### src/rtl/irqc_pkg.sv
package irqc_pkg;
  typedef enum logic {
    POL_FALL = 1'b0,
    POL_RISE = 1'b1
  } edge_pol_e;
endpackage

### src/rtl/irqc_edge_latch.sv
module irqc_edge_latch
  import irqc_pkg::*;
(
  input  logic clk,
  input  logic rst_n,
  input  logic line_i,
  input  logic pol_i,
  input  logic clr_i,
  output logic edge_o,
  output logic flag_o
);
  logic sy1_q, sy2_q, old_q, flag_q;
  logic flag_d;
  edge_pol_e pol;

  assign pol = edge_pol_e'(pol_i);

  always_comb begin
    if (pol == POL_RISE) edge_o = sy2_q & ~old_q;
    else                 edge_o = ~sy2_q & old_q;
    flag_d = edge_o | (flag_q & ~clr_i);
  end

  always_ff @(posedge clk or negedge rst_n) begin
    if (!rst_n) begin
      sy1_q  <= 1'b0;
      sy2_q  <= 1'b0;
      old_q  <= 1'b0;
      flag_q <= 1'b0;
    end else begin
      sy1_q  <= line_i;
      sy2_q  <= sy1_q;
      old_q  <= sy2_q;
      flag_q <= flag_d;
    end
  end

  assign flag_o = flag_q;
endmodule

### src/rtl/irqc_prio_enc.sv
module irqc_prio_enc #(
  parameter int N  = 33,
  parameter int IW = 6
) (
  input  logic [N-1:0]  req_i,
  output logic          hit_o,
  output logic [IW-1:0] idx_o
);
  always_comb begin
    hit_o = 1'b0;
    idx_o = '0;
    for (int k = N - 1; k >= 0; k--) begin
      if (req_i[k]) begin
        hit_o = 1'b1;
        idx_o = IW'(k);
      end
    end
  end
endmodule

### src/rtl/irq_prio_ctrl.sv
module irq_prio_ctrl #(
  parameter  int N_IRQ  = 4,
  parameter  int N_INT  = 8,
  parameter  int N_PERI = 21,
  localparam int N_EXT  = N_IRQ + N_INT,
  localparam int N_SRC  = N_EXT + N_PERI,
  localparam int VW     = $clog2(N_SRC)
) (
  input  logic              clk,
  input  logic              rst_n,
  input  logic [N_EXT-1:0]  ext_line_i,
  input  logic [N_EXT-1:0]  edge_rise_i,
  input  logic [N_PERI-1:0] peri_req_i,
  input  logic              gmask_i,
  input  logic              first_done_i,
  input  logic              ack_i,
  input  logic [VW-1:0]     ack_vec_i,
  input  logic [N_EXT-1:0]  sw_clr_i,
  output logic [N_EXT-1:0]  flag_o,
  output logic              irq_take_o,
  output logic [VW-1:0]     irq_vec_o
);
  logic [N_EXT-1:0] ext_clr;
  logic [N_EXT-1:0] ext_edge;
  logic [N_EXT-1:0] ext_flag;
  logic [N_SRC-1:0] pend_w;
  logic             hit;
  logic [VW-1:0]    win_idx;
  logic             arm_q, arm_d;
  logic             take_q, take_d;
  logic [VW-1:0]    vec_q;
  logic             vec_en;

  for (genvar i = 0; i < N_EXT; i++) begin : g_ext
    assign ext_clr[i] = sw_clr_i[i] | (ack_i && (ack_vec_i == VW'(i)));

    irqc_edge_latch u_lat (
      .clk    (clk),
      .rst_n  (rst_n),
      .line_i (ext_line_i[i]),
      .pol_i  (edge_rise_i[i]),
      .clr_i  (ext_clr[i]),
      .edge_o (ext_edge[i]),
      .flag_o (ext_flag[i])
    );
  end

  assign pend_w = {peri_req_i, ext_flag};

  irqc_prio_enc #(.N(N_SRC), .IW(VW)) u_enc (
    .req_i (pend_w),
    .hit_o (hit),
    .idx_o (win_idx)
  );

  always_comb begin
    arm_d  = arm_q | first_done_i;
    take_d = hit & ~gmask_i & arm_q;
    vec_en = take_d;
  end

  always_ff @(posedge clk or negedge rst_n) begin
    if (!rst_n) begin
      arm_q  <= 1'b0;
      take_q <= 1'b0;
      vec_q  <= '0;
    end else begin
      arm_q  <= arm_d;
      take_q <= take_d;
      if (vec_en) vec_q <= win_idx;
    end
  end

  assign flag_o     = ext_flag;
  assign irq_take_o = take_q;
  assign irq_vec_o  = vec_q;
endmodule

### config.mk
export PLATFORM = sky130hd
export DESIGN_NAME = irq_prio_ctrl
export DESIGN_NICKNAME = d
export VERILOG_FILES = /design/src/rtl/irqc_pkg.sv /design/src/rtl/irqc_edge_latch.sv /design/src/rtl/irqc_prio_enc.sv /design/src/rtl/irq_prio_ctrl.sv
export SDC_FILE = /design/constraint.sdc
export NUM_CORES = 1
export LEC_CHECK = 0
export BUFFER_PORTS_ARGS = -buffer_cell sky130_fd_sc_hd__buf_4
export CAP_MARGIN = 15
export CORE_ASPECT_RATIO = 0.6
export CORE_MARGIN = 2
export CORE_UTILIZATION = 36
export DETAILED_ROUTE_END_ITERATION = 8
export SYNTH_ARGS = -nofsm -noshare
export SYNTH_HDL_FRONTEND = slang
export SYNTH_HIERARCHICAL = 1
export SYNTH_SLANG_ARGS = --single-unit
### constraint.sdc
create_clock -name clk -period 3.75 [get_ports clk]
set_input_delay 0.375 -clock clk [delete_from_list [all_inputs] [get_ports clk]]
set_output_delay 0.375 -clock clk [all_outputs]
set_load 0.02 [all_outputs]
==> results_dict.tcl, run 1 <==
set metrics [dict create \
    path_delay_family "simple AND/OR/NAND/NOR gates" \
    power_mw 1.41 \
    root_buffer "clkbuf_16" \
    cp.required_ns 3.93 \
    cp_data_arrival_time_ns 2.47 \
    yosys_warnings 6 \
    max-vdd-ir-drop_mv 0.206 \
    grt_max_degree 57 \
    slowest_stage "or4_4" \
    die_x_um 112 \
    cts_setup_buffers 0 \
    design.die.area_um2 7770 \
    clock.fmax_mhz 436 \
    drive_gt1_share_pct 48.1 \
    layout_common_cells "buf_4, dfrtp_1, inv_1, nand3b_1" \
    post-route-util_pct 51.0 \
    ctsLongestPathBuffers 2 \
    area_growth_pct 35.7 \
    place_ws_ns 1.40 \
    cp-end-kind "flop" \
    avgViaCountPerCell 5.00 \
    rows 23 \
    rr_worst_depth 7 \
    grt-ovfl-total 0 \
    critPathLaunchType "flop" \
    core_area_um2 6760 \
    powerDensity_nw_per_um2 410 \
    hold_path.class "in -> async" \
    clk_latency_ns 0.29 \
    cts_resized 0 \
    portBuffers 86 \
    setup_slack_ns 1.45 \
    ctsHoldBuffers 0 \
    clkTransAtPathRegs_ns 0.07 \
    p_leak_nw 1.59 \
    syn_area_um2 2540 \
    first_pass_iters 4 \
    tightest_slew_ns 0.711 \
    fin_worst_skew_ns 0.00329 \
    drv_slew 0 \
    critical_path_depth 7 \
    fill_cells 609 \
    tns_ns 0 \
    crit_buf_inv 0 \
    rsz0062_at_grt "no" \
    cts_buffers 5 \
    layout_commonest_cell "buf_4" \
    n_antenna_cell 0 \
    ios 87 \
    synthCells 199 \
    nets 360 \
    drt-initial-drc-count 84 \
    grt_first_pass_wirelength_um 9780 \
    max-cap-violations 0 \
    drc 0 \
    start_util_pct 37.6 \
    layout.cells.non_filler 380 \
    grtUsageTotal_pct 15.7 \
    synth_nets 267 \
    crit_fanout 7 \
    finalHoldViolCount 0 \
    fin_crit_sh_pct 61.2 \
    drt-wirelength-per-cell_um 15.6 \
    worst_hold_slack_ns 0.125 \
    postPlaceCellArea_um2 3290 \
    vias 1899 \
    place.gp.congestion 0.860 \
    status "completed" \
    first_global_vias 1946 \
    syn-mean-instance-area_um2 12.8 \
    cts_sinks 56 \
    routed_wl_um 5940 \
    max_slew_margin_pct 52.6 \
    final_area_um2 3450 \
    setup_viol 0 \
    cts_tree "built" \
    cp_slowest_stage_delay_ns 0.58 \
    cp_cell_sequence "or4_4, nor2_4, nand3_2, nor4_2, nand2b_1, nand3b_1, mux2_2" \
    die_h_um 69.1 \
    hpwl_um 4700 \
    period_needed_ns 2.30 \
    htreeDepth 2 \
    antenna_left 0 \
    antenna_found_initial 0 \
    dp.cells 372 \
    critPathKind "reg -> reg" \
]
## worst reg2reg max path, stage by stage, from the launching register on
cell	delay [ns]
dfrtp_1	0.44
or4_4	0.58
nor2_4	0.13
nand3_2	0.09
nor4_2	0.21
nand2b_1	0.08
nand3b_1	0.28
mux2_2	0.37
## metal layers
metal	wire (um)	track usage [%]
met5	0	0
met4	19	2.44
met3	399	4.84
met2	2590	23.4
met1	2940	23.1
## flip-flops by register name, indices dropped and copies added (netlist names)
name,cells
g_ext.u_lat/sy1_q,12
g_ext.u_lat/old_q,12
irq_vec_o,6
arm_q,1
g_ext.u_lat/flag_o,12
irq_take_o,1
g_ext.u_lat/sy2_q,12
## area by class of cell
type	count	area [um2]	share of cell area, %
inverters	21	78.8	2.29
well taps	87	109	3.16
clock buffers	5	125	3.63
flip-flops and latches	56	1400	40.7
multi-input cells	122	1060	30.7
clock inverters	3	27.5	0.799
repair buffers	86	646	18.7
## report_power, final
group	leakage (nW)	internal, mW	switching, mW
sequential	0.668	0.645	0.0421
clock	0.0719	0.254	0.221
combinational	0.852	0.133	0.118
## final timing paths
check / slack [ns] / from / endpoint
worst max-delay path: 1.45 / g_ext[11].u_lat/flag_o / irq_vec_o[1]
worst max register to register: 1.45 / g_ext[11].u_lat/flag_o / irq_vec_o[1]
worst min register to register: 0.35 / g_ext[2].u_lat/sy1_q / g_ext[2].u_lat/sy2_q
min in group clk: 0.19 / ext_line_i[9] / g_ext[9].u_lat/sy1_q
max in group asynchronous: 3.14 / rst_n / irq_vec_o[0]
worst min-delay path: 0.13 / rst_n / g_ext[5].u_lat/old_q
No activity file was read; power rests on OpenSTA's default activity.
==> inputs of run 2 (changes only) <==
--- a/config.mk
+++ b/config.mk
@@ -5,6 +5,7 @@
 export SDC_FILE = /design/constraint.sdc
 export NUM_CORES = 1
 export LEC_CHECK = 0
+export ABC_AREA = 1
 export BUFFER_PORTS_ARGS = -buffer_cell sky130_fd_sc_hd__buf_4
 export CAP_MARGIN = 15
 export CORE_ASPECT_RATIO = 0.6
==> constraint.sdc (replaced) <==
create_clock -name clk -period 1.9 [get_ports clk]
set_input_delay 0.19 -clock clk [delete_from_list [all_inputs] [get_ports clk]]
set_output_delay 0.19 -clock clk [all_outputs]
set_load 0.02 [all_outputs]
==> run 2 against run 1 <==
  * Non-clock buffer count grew 17
  * Maximum frequency grew 31%
  * Wire length decreased by 0.44%
  * Synthesized cell count is 77% higher
  * Sequential share of layout area shrank 3.1 points
  * Global-route usage decreased by 0.30 points
  * Clock power is 95% higher
  * Combinational power increased by 110%
  * Total power grew 96%
  * Clock-buffer cell count stayed put
  * Highest routed layer unchanged
==> results_dict.tcl, run 2 <==
set metrics [dict create \
    status "completed" \
    grtUsageTotal_pct 15.4 \
    max_slew_margin_pct 53.4 \
    clock.fmax_mhz 572 \
    root_buffer "clkbuf_16" \
    area_growth_pct 41.0 \
    cp.required_ns 2.09 \
    min_to "g_ext[5].u_lat/sy1_q" \
    grt-ovfl-total 0 \
    vias 2297 \
    design.die.area_um2 8080 \
    power_mw 2.77 \
    setup_slack_ns 0.151 \
    rows 24 \
    drv_slew 0 \
    antenna_left 0 \
    layout_common_cells "inv_1, nand2_1, buf_4, dfrtp_1, nand3_1" \
    cts_buffers 5 \
    antenna_found_initial 0 \
    nets 530 \
    clk_latency_ns 0.30 \
    cp-end-kind "flop" \
    yosys_warnings 6 \
    portBuffers 86 \
    hpwl_um 4580 \
    first_global_vias 2173 \
    critPathLaunchType "flop" \
    crit_fanout 7 \
    avgViaCountPerCell 4.15 \
    ctsLongestPathBuffers 2 \
    setup_viol 0 \
    n_antenna_cell 0 \
    syn-mean-instance-area_um2 7.52 \
    grt_max_degree 57 \
    r2r-end "irq_vec_o[3]" \
    whs_path_depth 1 \
    rr_worst_depth 9 \
    start_util_pct 36.7 \
    drive_gt1_share_pct 24.0 \
    clkTransAtPathRegs_ns 0.08 \
    max-cap-violations 0 \
    die_x_um 115 \
    place_ws_ns -0.0965 \
    max-vdd-ir-drop_mv 0.451 \
    layout_commonest_cell "inv_1" \
    period_needed_ns 1.75 \
    hold_path.class "in -> reg" \
    die_h_um 70.4 \
    reg2reg_slack_ns 0.15 \
    critPathKind "reg -> reg" \
    fin_worst_skew_ns 0.00803 \
    grt_first_pass_wirelength_um 9740 \
    finalHoldViolCount 0 \
    first_pass_iters 4 \
    drt-initial-drc-count 98 \
    syn_area_um2 2650 \
    htreeDepth 2 \
    core_area_um2 7210 \
    cts_sinks 56 \
    reg2reg_from "g_ext[0].u_lat/flag_o" \
    ios 87 \
    rsz0062_at_grt "yes" \
    synthCells 352 \
    hp-start "ext_line_i[5]" \
    drt-wirelength-per-cell_um 10.7 \
    fin_crit_sh_pct 92.1 \
    routed_wl_um 5910 \
    place.gp.congestion 0.850 \
    synth_nets 420 \
    drc 0 \
    cp_data_arrival_time_ns 1.94 \
    crit_path_start "g_ext[0].u_lat/flag_o" \
    powerDensity_nw_per_um2 742 \
    tightest_slew_ns 0.699 \
    p_leak_nw 2.19 \
    cts_tree "built" \
]
[run 2: repair_timing]
| item | in CTS | in global routing |
|---|---|---|
| endpoints found under the hold margin | 67 | 0 |
| endpoints found under the setup margin | 0 | 7 |
| resized for setup | 0 | 6 |
| buffers inserted | 0 | 0 |
| hold buffers | 12 | 0 |
[run 2: metrics by stage]
stage	hold WS (ns)	area, um2	instances	util (%)	TNS [ns]
6_report	0.0144	3730	554	51.8	0
5_1_grt	0.00292	3730	554	51.8	-0.0952
4_1_cts	0.00413	3710	554	51.5	0
3_5_place_dp	0.287	3440	534	47.8	-0.0965
3_3_place_gp	0.286	3440	534	47.8	-0.0495
2_1_floorplan	-0.106	2650	352	-	0
[run 2: how the worst max path moves through the flow]
stage | to | slack [ns]
global placement | irq_vec_o[0] | -0.05
finish | irq_vec_o[3] | 0.15
detailed placement | irq_vec_o[0] | -0.1
global route | irq_vec_o[0] | -0.05
CTS | irq_vec_o[3] | 0.03
floorplan | irq_vec_o[3] | 0.15
[run 2: where the power goes]
part / internal, mW / switching [mW] / leakage (nW) / total [mW]
clock network: 0.494 / 0.430 / 0.0742 / 0.924
registers: 1.27 / 0.0565 / 0.668 / 1.33
logic: 0.249 / 0.269 / 1.45 / 0.519
total: 2.01 / 0.756 / 2.19 / 2.77
[run 2: cell type report]
type	count	area [um2]
fillers	689	3470
clock inverters	3	22.5
multi-input cells	188	856
inverters	108	408
well taps	91	114
repair buffers	103	807
clock buffers	5	125
flip-flops and latches	56	1400
[run 2: worst max-delay path, cell delays in order (launching register included)]
cell	delay, ns
dfrtp_1	0.39
nor4_2	0.30
inv_1	0.09
nor4_2	0.25
buf_4	0.17
nand3_1	0.11
nand3_4	0.16
inv_4	0.07
nand2_1	0.06
nand2_1	0.05
[run 2: per-layer routing]
layer / wire length [um] / GRT usage (%) / share of wire [%] / up-vias
met2: 2640 / 24.1 / 45 / 47
met1: 2940 / 21.0 / 50 / 998
met4: 38 / 4.02 / 0.64 / 0
li1: - / - / - / 1247
met3: 301 / 4.77 / 5.1 / 5
met5: 0 / 0 / 0 / -
